### config.mk
export PLATFORM = sky130hd
export DESIGN_NAME = addrseg_decoder
export DESIGN_NICKNAME = d
export VERILOG_FILES = /design/src/rtl/addrseg_pkg.sv /design/src/rtl/addrseg_ctrl.sv /design/src/rtl/addrseg_dp.sv /design/src/rtl/addrseg_decoder.sv
export SDC_FILE = /design/constraint.sdc
export NUM_CORES = 1
export LEC_CHECK = 0
export CORE_ASPECT_RATIO = 0.9
export CORE_MARGIN = 2
export CORE_UTILIZATION = 30
export CTS_CLUSTER_DIAMETER = 150
export DETAILED_ROUTE_END_ITERATION = 12
export GPL_ROUTABILITY_DRIVEN = 0
export MAX_ROUTING_LAYER = met4
export SLEW_MARGIN = 25
export SYNTH_ARGS = -nofsm -noshare
export SYNTH_HDL_FRONTEND = slang
export SYNTH_SLANG_ARGS = --single-unit
### constraint.sdc
create_clock -name clk -period 1 [get_ports clk]
set_clock_uncertainty 0.2 [all_clocks]
set_input_delay 0.2 -clock clk [delete_from_list [all_inputs] [get_ports clk]]
set_output_delay 0.2 -clock clk [all_outputs]
set_load 0.02 [all_outputs]
### src/rtl/addrseg_pkg.sv
package addrseg_pkg;

  localparam int ADDR_W   = 32;
  localparam int ASID_W   = 8;
  localparam int REGION_W = 3;

  localparam logic [ADDR_W-1:0] KSEG0_BASE    = 32'h8000_0000;
  localparam logic [ADDR_W-1:0] KSEG1_BASE    = 32'hA000_0000;
  localparam logic [ADDR_W-1:0] CTX_KEEP_MASK = 32'hFF80_0000;
  localparam logic [ADDR_W-1:0] CTX_VPN_MASK  = 32'h007F_FFF0;
  localparam int                CTX_SHIFT     = 9;
  localparam logic [ADDR_W-1:0] EHI_VPN_MASK  = 32'hFFFF_E000;
  localparam logic [ADDR_W-1:0] EHI_ASID_MASK = {{(ADDR_W-ASID_W){1'b0}}, {ASID_W{1'b1}}};

  typedef enum logic [1:0] {
    TLB_HIT     = 2'd0,
    TLB_NOMATCH = 2'd1,
    TLB_INVALID = 2'd2,
    TLB_CLEAN   = 2'd3
  } tlbStatus_e;

  typedef enum logic [2:0] {
    SEG_USER  = 3'd0,
    SEG_KDIR  = 3'd1,
    SEG_KUNC  = 3'd2,
    SEG_KMAP2 = 3'd3,
    SEG_KMAP3 = 3'd4
  } segment_e;

  typedef enum logic [2:0] {
    FC_NONE       = 3'd0,
    FC_MODIFY     = 3'd1,
    FC_TLB_LOAD   = 3'd2,
    FC_TLB_STORE  = 3'd3,
    FC_ADDR_LOAD  = 3'd4,
    FC_ADDR_STORE = 3'd5
  } faultCode_e;

  typedef enum logic [1:0] {
    MAP_IDENTITY = 2'd0,
    MAP_KDIR     = 2'd1,
    MAP_KUNC     = 2'd2,
    MAP_LOOKUP   = 2'd3
  } mapSel_e;

  typedef struct packed {
    logic       load;
    logic       fault;
    logic       refill;
    logic       viaTlb;
    logic       writeOk;
    mapSel_e    mapSel;
    faultCode_e code;
    segment_e   seg;
  } ctrlStrobe_t;

endpackage

### src/rtl/addrseg_ctrl.sv
module addrseg_ctrl
  import addrseg_pkg::*;
#(
  parameter int TOP_BITS = REGION_W
) (
  input  logic                reqValid,
  input  logic [TOP_BITS-1:0] vaddrTop,
  input  logic                isWrite,
  input  logic                userMode,
  input  logic                errLevel,
  input  logic [1:0]          tlbStatus,
  input  logic                tlbWritable,
  output ctrlStrobe_t         strobe
);

  localparam int MSB = TOP_BITS - 1;

  segment_e   seg;
  logic       badAddr;
  logic       useLookup;
  tlbStatus_e status;
  faultCode_e code;

  assign status = tlbStatus_e'(tlbStatus);

  always_comb begin
    if (!vaddrTop[MSB]) begin
      seg = SEG_USER;
    end else begin
      unique case (vaddrTop[MSB-1 -: 2])
        2'b00:   seg = SEG_KDIR;
        2'b01:   seg = SEG_KUNC;
        2'b10:   seg = SEG_KMAP2;
        default: seg = SEG_KMAP3;
      endcase
    end
  end

  assign badAddr = userMode && vaddrTop[MSB];

  always_comb begin
    useLookup = 1'b0;
    if (!badAddr) begin
      unique case (seg)
        SEG_USER:             useLookup = !errLevel;
        SEG_KMAP2, SEG_KMAP3: useLookup = 1'b1;
        default:              useLookup = 1'b0;
      endcase
    end
  end

  always_comb begin
    code = FC_NONE;
    if (badAddr) begin
      code = isWrite ? FC_ADDR_STORE : FC_ADDR_LOAD;
    end else if (useLookup) begin
      unique case (status)
        TLB_NOMATCH, TLB_INVALID: code = isWrite ? FC_TLB_STORE : FC_TLB_LOAD;
        TLB_CLEAN:                code = FC_MODIFY;
        default:                  code = FC_NONE;
      endcase
    end
  end

  always_comb begin
    strobe.load    = reqValid;
    strobe.code    = code;
    strobe.fault   = (code != FC_NONE);
    strobe.refill  = useLookup && (status == TLB_NOMATCH);
    strobe.viaTlb  = useLookup;
    strobe.writeOk = useLookup ? tlbWritable : 1'b1;
    strobe.seg     = seg;
    if (useLookup)              strobe.mapSel = MAP_LOOKUP;
    else if (seg == SEG_KDIR)   strobe.mapSel = MAP_KDIR;
    else if (seg == SEG_KUNC)   strobe.mapSel = MAP_KUNC;
    else                        strobe.mapSel = MAP_IDENTITY;
  end

endmodule

### src/rtl/addrseg_dp.sv
module addrseg_dp
  import addrseg_pkg::*;
#(
  parameter int AW = ADDR_W
) (
  input  logic          clk,
  input  logic          rstN,
  input  ctrlStrobe_t   strobe,
  input  logic [AW-1:0] vaddr,
  input  logic [AW-1:0] tlbPaddr,
  input  logic [AW-1:0] contextIn,
  input  logic [AW-1:0] entryHiIn,
  output logic          outValid,
  output logic [2:0]    segment,
  output logic          viaTlb,
  output logic [AW-1:0] physAddr,
  output logic          canWrite,
  output logic          fault,
  output logic [2:0]    faultCode,
  output logic          refill,
  output logic [AW-1:0] badVaddr,
  output logic [AW-1:0] contextNext,
  output logic [AW-1:0] entryHiNext
);

  logic [AW-1:0] physComb;
  logic [AW-1:0] badComb;
  logic [AW-1:0] ctxComb;
  logic [AW-1:0] ehiComb;

  always_comb begin
    unique case (strobe.mapSel)
      MAP_KDIR:   physComb = vaddr - KSEG0_BASE;
      MAP_KUNC:   physComb = vaddr - KSEG1_BASE;
      MAP_LOOKUP: physComb = tlbPaddr;
      default:    physComb = vaddr;
    endcase
    if (strobe.fault) physComb = '0;
  end

  always_comb begin
    if (strobe.fault) begin
      badComb = vaddr;
      ctxComb = (contextIn & CTX_KEEP_MASK) | ((vaddr >> CTX_SHIFT) & CTX_VPN_MASK);
      ehiComb = (entryHiIn & EHI_ASID_MASK) | (vaddr & EHI_VPN_MASK);
    end else begin
      badComb = '0;
      ctxComb = contextIn;
      ehiComb = entryHiIn;
    end
  end

  always_ff @(posedge clk or negedge rstN) begin
    if (!rstN) begin
      outValid <= 1'b0;
    end else begin
      outValid <= strobe.load;
    end
  end

  always_ff @(posedge clk or negedge rstN) begin
    if (!rstN) begin
      segment     <= '0;
      viaTlb      <= 1'b0;
      physAddr    <= '0;
      canWrite    <= 1'b0;
      fault       <= 1'b0;
      faultCode   <= '0;
      refill      <= 1'b0;
      badVaddr    <= '0;
      contextNext <= '0;
      entryHiNext <= '0;
    end else if (strobe.load) begin
      segment     <= strobe.seg;
      viaTlb      <= strobe.viaTlb;
      physAddr    <= physComb;
      canWrite    <= strobe.writeOk && !strobe.fault;
      fault       <= strobe.fault;
      faultCode   <= strobe.code;
      refill      <= strobe.refill;
      badVaddr    <= badComb;
      contextNext <= ctxComb;
      entryHiNext <= ehiComb;
    end
  end

endmodule

### src/rtl/addrseg_decoder.sv
module addrseg_decoder
  import addrseg_pkg::*;
#(
  parameter int AW = ADDR_W
) (
  input  logic          clk,
  input  logic          rstN,
  input  logic          reqValid,
  input  logic [AW-1:0] vaddr,
  input  logic          isWrite,
  input  logic          userMode,
  input  logic          errLevel,
  input  logic [1:0]    tlbStatus,
  input  logic [AW-1:0] tlbPaddr,
  input  logic          tlbWritable,
  input  logic [AW-1:0] contextIn,
  input  logic [AW-1:0] entryHiIn,
  output logic          outValid,
  output logic [2:0]    segment,
  output logic          viaTlb,
  output logic [AW-1:0] physAddr,
  output logic          canWrite,
  output logic          fault,
  output logic [2:0]    faultCode,
  output logic          refill,
  output logic [AW-1:0] badVaddr,
  output logic [AW-1:0] contextNext,
  output logic [AW-1:0] entryHiNext
);

  ctrlStrobe_t strobe;

  addrseg_ctrl #(.TOP_BITS(REGION_W)) u_ctrl (
    .reqValid    (reqValid),
    .vaddrTop    (vaddr[AW-1 -: REGION_W]),
    .isWrite     (isWrite),
    .userMode    (userMode),
    .errLevel    (errLevel),
    .tlbStatus   (tlbStatus),
    .tlbWritable (tlbWritable),
    .strobe      (strobe)
  );

  addrseg_dp #(.AW(AW)) u_dp (
    .clk         (clk),
    .rstN        (rstN),
    .strobe      (strobe),
    .vaddr       (vaddr),
    .tlbPaddr    (tlbPaddr),
    .contextIn   (contextIn),
    .entryHiIn   (entryHiIn),
    .outValid    (outValid),
    .segment     (segment),
    .viaTlb      (viaTlb),
    .physAddr    (physAddr),
    .canWrite    (canWrite),
    .fault       (fault),
    .faultCode   (faultCode),
    .refill      (refill),
    .badVaddr    (badVaddr),
    .contextNext (contextNext),
    .entryHiNext (entryHiNext)
  );

endmodule

### Yosys cells after proc, flatten, opt, wreduce, memory -nomap -nowiden

Cells that the tools add are included.

* bits in registers: 139
* output and inout bits: 139
* word-level logic and storage cells: 55

* add/sub/neg operators: 2
* equality and inequality tests: 12
* mux-type cells: 18
* bitwise gates (word level): 2
* reductions and logical operators: 10

Operators with widths (number)
* 2-to-1 mux 32 bit: 4
* case mux 32 bit (3 select lines): 1
* subtractor 32 bit (second input constant): 2
* OR 32 x 23 -> 32 bit: 1
* OR 8 x 32 -> 32 bit: 1
* equality test 2 bit (second input constant): 5
* 2-to-1 mux 3 bit: 3
* case mux 3 bit (3 select lines): 1
* equality test 2 x 1 -> 1 bit (second input constant): 3
* equality test 3 x 2 -> 1 bit (second input constant): 2
* 2-to-1 mux 2 bit: 3
* case mux 3 bit (2 select lines): 1
* 2-to-1 mux 1 bit: 4
* OR reduction 2 bit: 2
* equality test 3 x 1 -> 1 bit (second input constant): 1
* equality test 3 bit (second input constant): 1
* logical AND 1 bit: 3
* zero test 3 bit: 1
* nonzero test 3 bit: 1
* zero test 1 bit: 2
* zero test 2 bit: 1
* case mux 1 bit (2 select lines): 1

### Logic depth before layout (Yosys ltp)

Gate-level depths: netlist (run 1).

* word-level depth: 12
* mapped depth: 9

### By module

Synthesis (run 1) repeated with hierarchy kept, for this count alone.

* cell total of the unflattened synthesis: 604
* area total of the unflattened synthesis: 6394.9 µm²

By module, submodules not included
* addrseg_dp: times used 1, cells an instance 556, area each 6070.8 µm²
* addrseg_ctrl: times used 1, cells an instance 48, area each 324.1 µm²

### Worst setup path after synthesis (run 1)

Ideal clock, no wire load.

* kind: input -> register
* from: input vaddr[29]
* to: register u_dp.physAddr[19]
* library setup time: 0.142 ns
* arrival: 1.731 ns
* required time: 0.658 ns
* path slack: -1.074 ns
* cell stages on the path: 8
* buffers on the path: 2
* cells stage by stage: inv_1 > ha_1 > or3b_1 > o22a_1 > mux2i_2 > buf_4 > buf_4 > o221ai_1

* cells in the longest elaborated chain, start to end: 11
* elaborated cells between the ends (all ways): 24
* classes of those cells: eq/ne: 9; mux: 11; reduce/logical: 4

Ends and longest elaborated chain
* from (decl): RTL line addrseg_decoder.sv:9 `input logic [AW-1:0] vaddr,`
* equality test 2 bit (tied with other cells): RTL line addrseg_ctrl.sv:30 `unique case (vaddrTop[MSB-1 -: 2])`
* case mux 3 bit (3 select lines) (*): RTL line addrseg_ctrl.sv:30
* 2-to-1 mux 3 bit (*): RTL line addrseg_ctrl.sv:27 `if (!vaddrTop[MSB]) begin`
* equality test 3 x 2 -> 1 bit or equality test 3 bit (tied branches): RTL line addrseg_ctrl.sv:44 `unique case (seg)`
* OR reduction 2 bit: RTL line addrseg_ctrl.sv:44
* case mux 1 bit (2 select lines): RTL line addrseg_ctrl.sv:44
* 2-to-1 mux 1 bit: RTL line addrseg_ctrl.sv:43 `if (!badAddr) begin`
* 2-to-1 mux 2 bit or 2-to-1 mux 3 bit (tied branches): RTL line addrseg_ctrl.sv:73, addrseg_ctrl.sv:56
* equality test 2 bit (tied with other cells): RTL line addrseg_dp.sv:32 `unique case (strobe.mapSel)`
* case mux 32 bit (3 select lines) or nonzero test 3 bit (tied branches): RTL line addrseg_dp.sv:32, addrseg_ctrl.sv:68
* 2-to-1 mux 32 bit (*): RTL line addrseg_dp.sv:38 `if (strobe.fault) physComb = '0;`
* to (signal assigned): RTL line addrseg_dp.sv:76 `physAddr <= physComb;`
* to (decl): RTL line addrseg_dp.sv:16 `output logic [AW-1:0] physAddr,`

Every way passes the cells marked *; elsewhere a longest branch is shown, timed or not.
A chain may end at the register's enable or synchronous reset.

### Worst setup path in the final report (run 1)

* from: input vaddr[29]
* to: register u_dp.badVaddr[20]

* cells in the longest elaborated chain, start to end: 11
* elaborated cells between the ends (all ways): 15
* classes of those cells: eq/ne: 4; mux: 7; reduce/logical: 4

Ends and longest elaborated chain
* equality test 2 bit (tied with other cells): RTL line addrseg_ctrl.sv:30
* case mux 3 bit (3 select lines) (*): RTL line addrseg_ctrl.sv:30
* 2-to-1 mux 3 bit (*): RTL line addrseg_ctrl.sv:27
* equality test 3 x 2 -> 1 bit or equality test 3 bit (tied branches): RTL line addrseg_ctrl.sv:44
* OR reduction 2 bit: RTL line addrseg_ctrl.sv:44
* case mux 1 bit (2 select lines) (*): RTL line addrseg_ctrl.sv:44
* 2-to-1 mux 1 bit (*): RTL line addrseg_ctrl.sv:43
* 2-to-1 mux 3 bit (*): RTL line addrseg_ctrl.sv:56 `end else if (useLookup) begin`
* 2-to-1 mux 3 bit (*): RTL line addrseg_ctrl.sv:54 `if (badAddr) begin`
* nonzero test 3 bit (*): RTL line addrseg_ctrl.sv:68 `strobe.fault = (code != FC_NONE);`
* 2-to-1 mux 32 bit (*): RTL line addrseg_dp.sv:42 `if (strobe.fault) begin`
* to (signal assigned): RTL line addrseg_dp.sv:81 `badVaddr <= badComb;`
* to (decl): RTL line addrseg_dp.sv:21 `output logic [AW-1:0] badVaddr,`

Marked as above.

==> results.md, run 1 <==
* CP max-delay cell: or3b_4
* Number of global-route vias before repair at 6337
* Crit path DAT at 2.07 ns
* Status: finished with violations
* H-tree depth at 4
* Pre-CTS WS at -1.80 ns
* Crit path largest cell delay at 0.41 ns
* Inst Count DP at 1061
* 1st-iter DRT viols at 279
* Via count at 6050
* Tmin final at 1.91 ns
* Clock share of power at 0.336
* Sw Ratio at 0.302
* Combinational share of power at 0.322
* Yosys warnings at 0
* Top_reg_cell synth: dfrtp_1
* Worst r2r src: u_dp.entryHiNext[19]
* WHS at -0.0646 ns
* First-pass GRT wire length at 36700 µm
* Starting density of the core at 0.308
* CTS tree: built
* Fin. max-slew vios at 0
* Max-cap viol count at 0
* RSZ-0062 raised after global routing: yes
* Post-synthesis cell count at 511
* Critical setup path kind: in -> reg
* Initial antenna violation count at 0
* Final antenna-violating net count at 0
* Switching pwr at 6.00 mW
* Mapped cell area at 5960 µm²
* Critical-path cell list: buf_12 > inv_12 > ha_4 > or3b_4 > o22ai_4 > buf_6 > and3_4 > o21a_4 > buf_6 > buf_12 > buf_12 > buf_16 > a22o_1
* Avg WL per Cell at 20.8 µm
* I/O Pins at 276
* Reg2reg path depth at 4
* Yosys cell types at 38
* Seq pwr share at 0.342
* # port buffers at 275
* Post-synth ARST share at 1.00
* Pwr/cell area at 1650 nW/µm²
* Share of cells above drive strength 1 at 0.469
* HP Class: in -> async
* Grt total ovfl at 0
* Number of diodes at 0
* Largest net degree at the start of global routing at 60
* Placed wire-length estimate at 15000 µm
* Commonest non-fill, non-tap cells in the layout: buf_6 (164), dfrtp_1 (139), clkdlybuf4s50_1 (128)
* Die Y at 138 µm
* Critical Path RT at 1.16 ns
* # DRC at 0
* Critical path startpoint category: primary input
* Insertion delay to the later sink of the worst-skew pair at 0.42 ns
* Final setup vio count at 264
* CP max FO at 8
* Syn_area_per_cell at 11.7 µm²
* Int Power at 13.9 mW
* Most used cell, CP: buf_12
* Slew @ Worst Pin at 0.463 ns
* FF-to-FF End: u_dp.entryHiNext[19]
* Final core occ at 0.624
* Vias per inst at 5.10
* Clock tree sinks at 139
* Period utilization at 1.91
* Final nets at 1067
* Final WS setup at -0.915 ns
* Yosys reg bits at 139
* Clock root buffer: clkbuf_16
* Longest Clk Path Bufs at 2
* Non-Filler Instances at 1187
* Total wire length at 24700 µm
* Post-synth EDFFs at 0
* Seq/Total Area, Yosys at 0.583
* CTS Buf Count at 17
* Syn nets at 654
* Peak VDD IR at 873 µV
* Clk slew on worst S/H paths at 0.06 ns
* Core Rows at 48
* Fmax at 522 MHz
* LEAKAGE at 5.45 nW
* Leading cell type in the layout, fill and taps excluded: buf_6
* Failing checks: negative hold slack, negative setup slack
* Die X-Extent at 153 µm
* Post-CTS Hold Buffers at 2
* Slew Limit Headroom at 0.689
* Final Hold Fails at 7
* CP top delay family: buffers and inverters
* R2r setup slk at -0.34 ns
* Core area at 19300 µm²
* DRT Pass-1 Iters at 9
* Crit path capture type: flip-flop
* Die ar. at 21000 µm²
* GRT Util Overall at 0.234
* Area Growth Syn to Fin at 102%
* WP buf/inv at 7
## sequential cells by signal (all words and copies together), names as in the netlist
register and cells:
u_dp.fault 1, u_dp.faultCode 3, u_dp.contextNext 32, u_dp.badVaddr 32
u_dp.canWrite 1, u_dp.refill 1, u_dp.outValid 1, u_dp.physAddr 32
u_dp.segment 3, u_dp.viaTlb 1, u_dp.entryHiNext 32
## logic make-up (layout without fill, tap and decap cells)
kind of cell	count (synthesis)	count (layout)	synth area share
fa+ha+maj	6	6	0.0126
buf+inv	80	506	0.0592
compound gates	134	134	0.197
simple gates	132	132	0.110
mux	20	20	0.0378
flops	139	139	0.583
## power by group through the flow
stage	Combinational [mW]	Sequential [mW]	Clock [mW]
finish	6.39	6.80	6.67
global route	6.71	6.87	7.08
CTS	6.03	6.79	6.80
detailed placement	4.94	6.74	0
global placement	4.86	6.73	0
floorplan	1.38	7.53	0
## area by class of cell
cell class	instances	area, µm²
Clock buffer	18	429
Fill cell	1541	7270
Tap cell	250	313
Inverter	39	166
Sequential cell	139	3480
Timing Repair Buffer	435	4790
Clock inverter	14	185
Multi-Input combinational cell	292	2710
## worst reg2reg max path: cells and delay by family (launching register included)
family                 cells  cell delay (ns)
AOI/OAI and AO/OA          1             0.25
buffers and inverters      2             0.26
DFF                        1             0.39
and+or+nand+nor            1             0.12
## how the worst max path moves through the flow
| stage | from | to | slack [ns] | cells after the start |
|---|---|---|---|---|
| after floorplan | vaddr[29] | u_dp.contextNext[10] | -0.92 | 7 |
| final | vaddr[29] | u_dp.badVaddr[20] | -0.91 | 13 |
| after detailed placement | vaddr[29] | u_dp.contextNext[11] | -1.80 | 10 |
| after global routing | vaddr[29] | u_dp.badVaddr[9] | -0.95 | 13 |
| after global placement | vaddr[29] | u_dp.physAddr[16] | -1.69 | 9 |
| after CTS | vaddr[30] | u_dp.entryHiNext[28] | -1.03 | 11 |
## cells in the mapped netlist (2+ instances only)
cell       number  share of area
inv_1          38          0.024
o221ai_1       30          0.044
clkbuf_1       21          0.013
o2bb2ai_1       5         0.0073
nor2_1         10         0.0063
nor2b_1        37          0.039
o21ai_0         8         0.0067
mux2i_1         2         0.0034
dfrtp_1       139           0.58
a221o_1        36          0.060
a21oi_1         6         0.0050
buf_1           2         0.0013
nand2_1        43          0.027
buf_2          12          0.010
buf_6           4         0.0076
mux2_2         17          0.032
nand2b_1        2         0.0021
buf_4           2         0.0025
ha_1            6          0.013
a22o_1         41          0.060
nand3_1        33          0.028
## stage by stage
| step | hold slack [ns] | power, mW | area [µm²] | setup TNS (ns) |
|---|---|---|---|---|
| finish | -0.0646 | 19.9 | 12100 | -144.03 |
| global route | -0.0717 | 20.7 | 12100 | -153.83 |
| CTS | -0.0310 | 19.6 | 11600 | -156.66 |
| detailed placement | -0.202 | 11.7 | 9690 | -255.42 |
| global placement | -0.204 | 11.6 | 9690 | -247.13 |
| floorplan | -0.296 | 8.91 | 6270 | -105.21 |
## routing by layer
metal	track usage	up-vias	share of wire
met2	0.365	296	0.48
li1	-	2716	-
met5	-	-	0
met3	0.0639	25	0.073
met4	0.0700	0	0.017
met1	0.302	3013	0.43
## repair_timing
action                                  CTS  global route
endpoints found under the setup margin  261           266
hold endpoints to repair                140             8
gates resized for setup                 884            86
gates cloned                             16             3
pin swaps                                17            27
buffers inserted                         59            33
No activity file was read; power rests on OpenSTA's default activity.
==> inputs of run 2 (changes only) <==
--- a/config.mk
+++ b/config.mk
@@ -5,6 +5,7 @@
 export SDC_FILE = /design/constraint.sdc
 export NUM_CORES = 1
 export LEC_CHECK = 0
+export ABC_AREA = 0
 export CORE_ASPECT_RATIO = 0.9
 export CORE_MARGIN = 2
 export CORE_UTILIZATION = 30
==> results of run 2 <==
No change in the layout: final DEF, timing and power equal those of run 1.
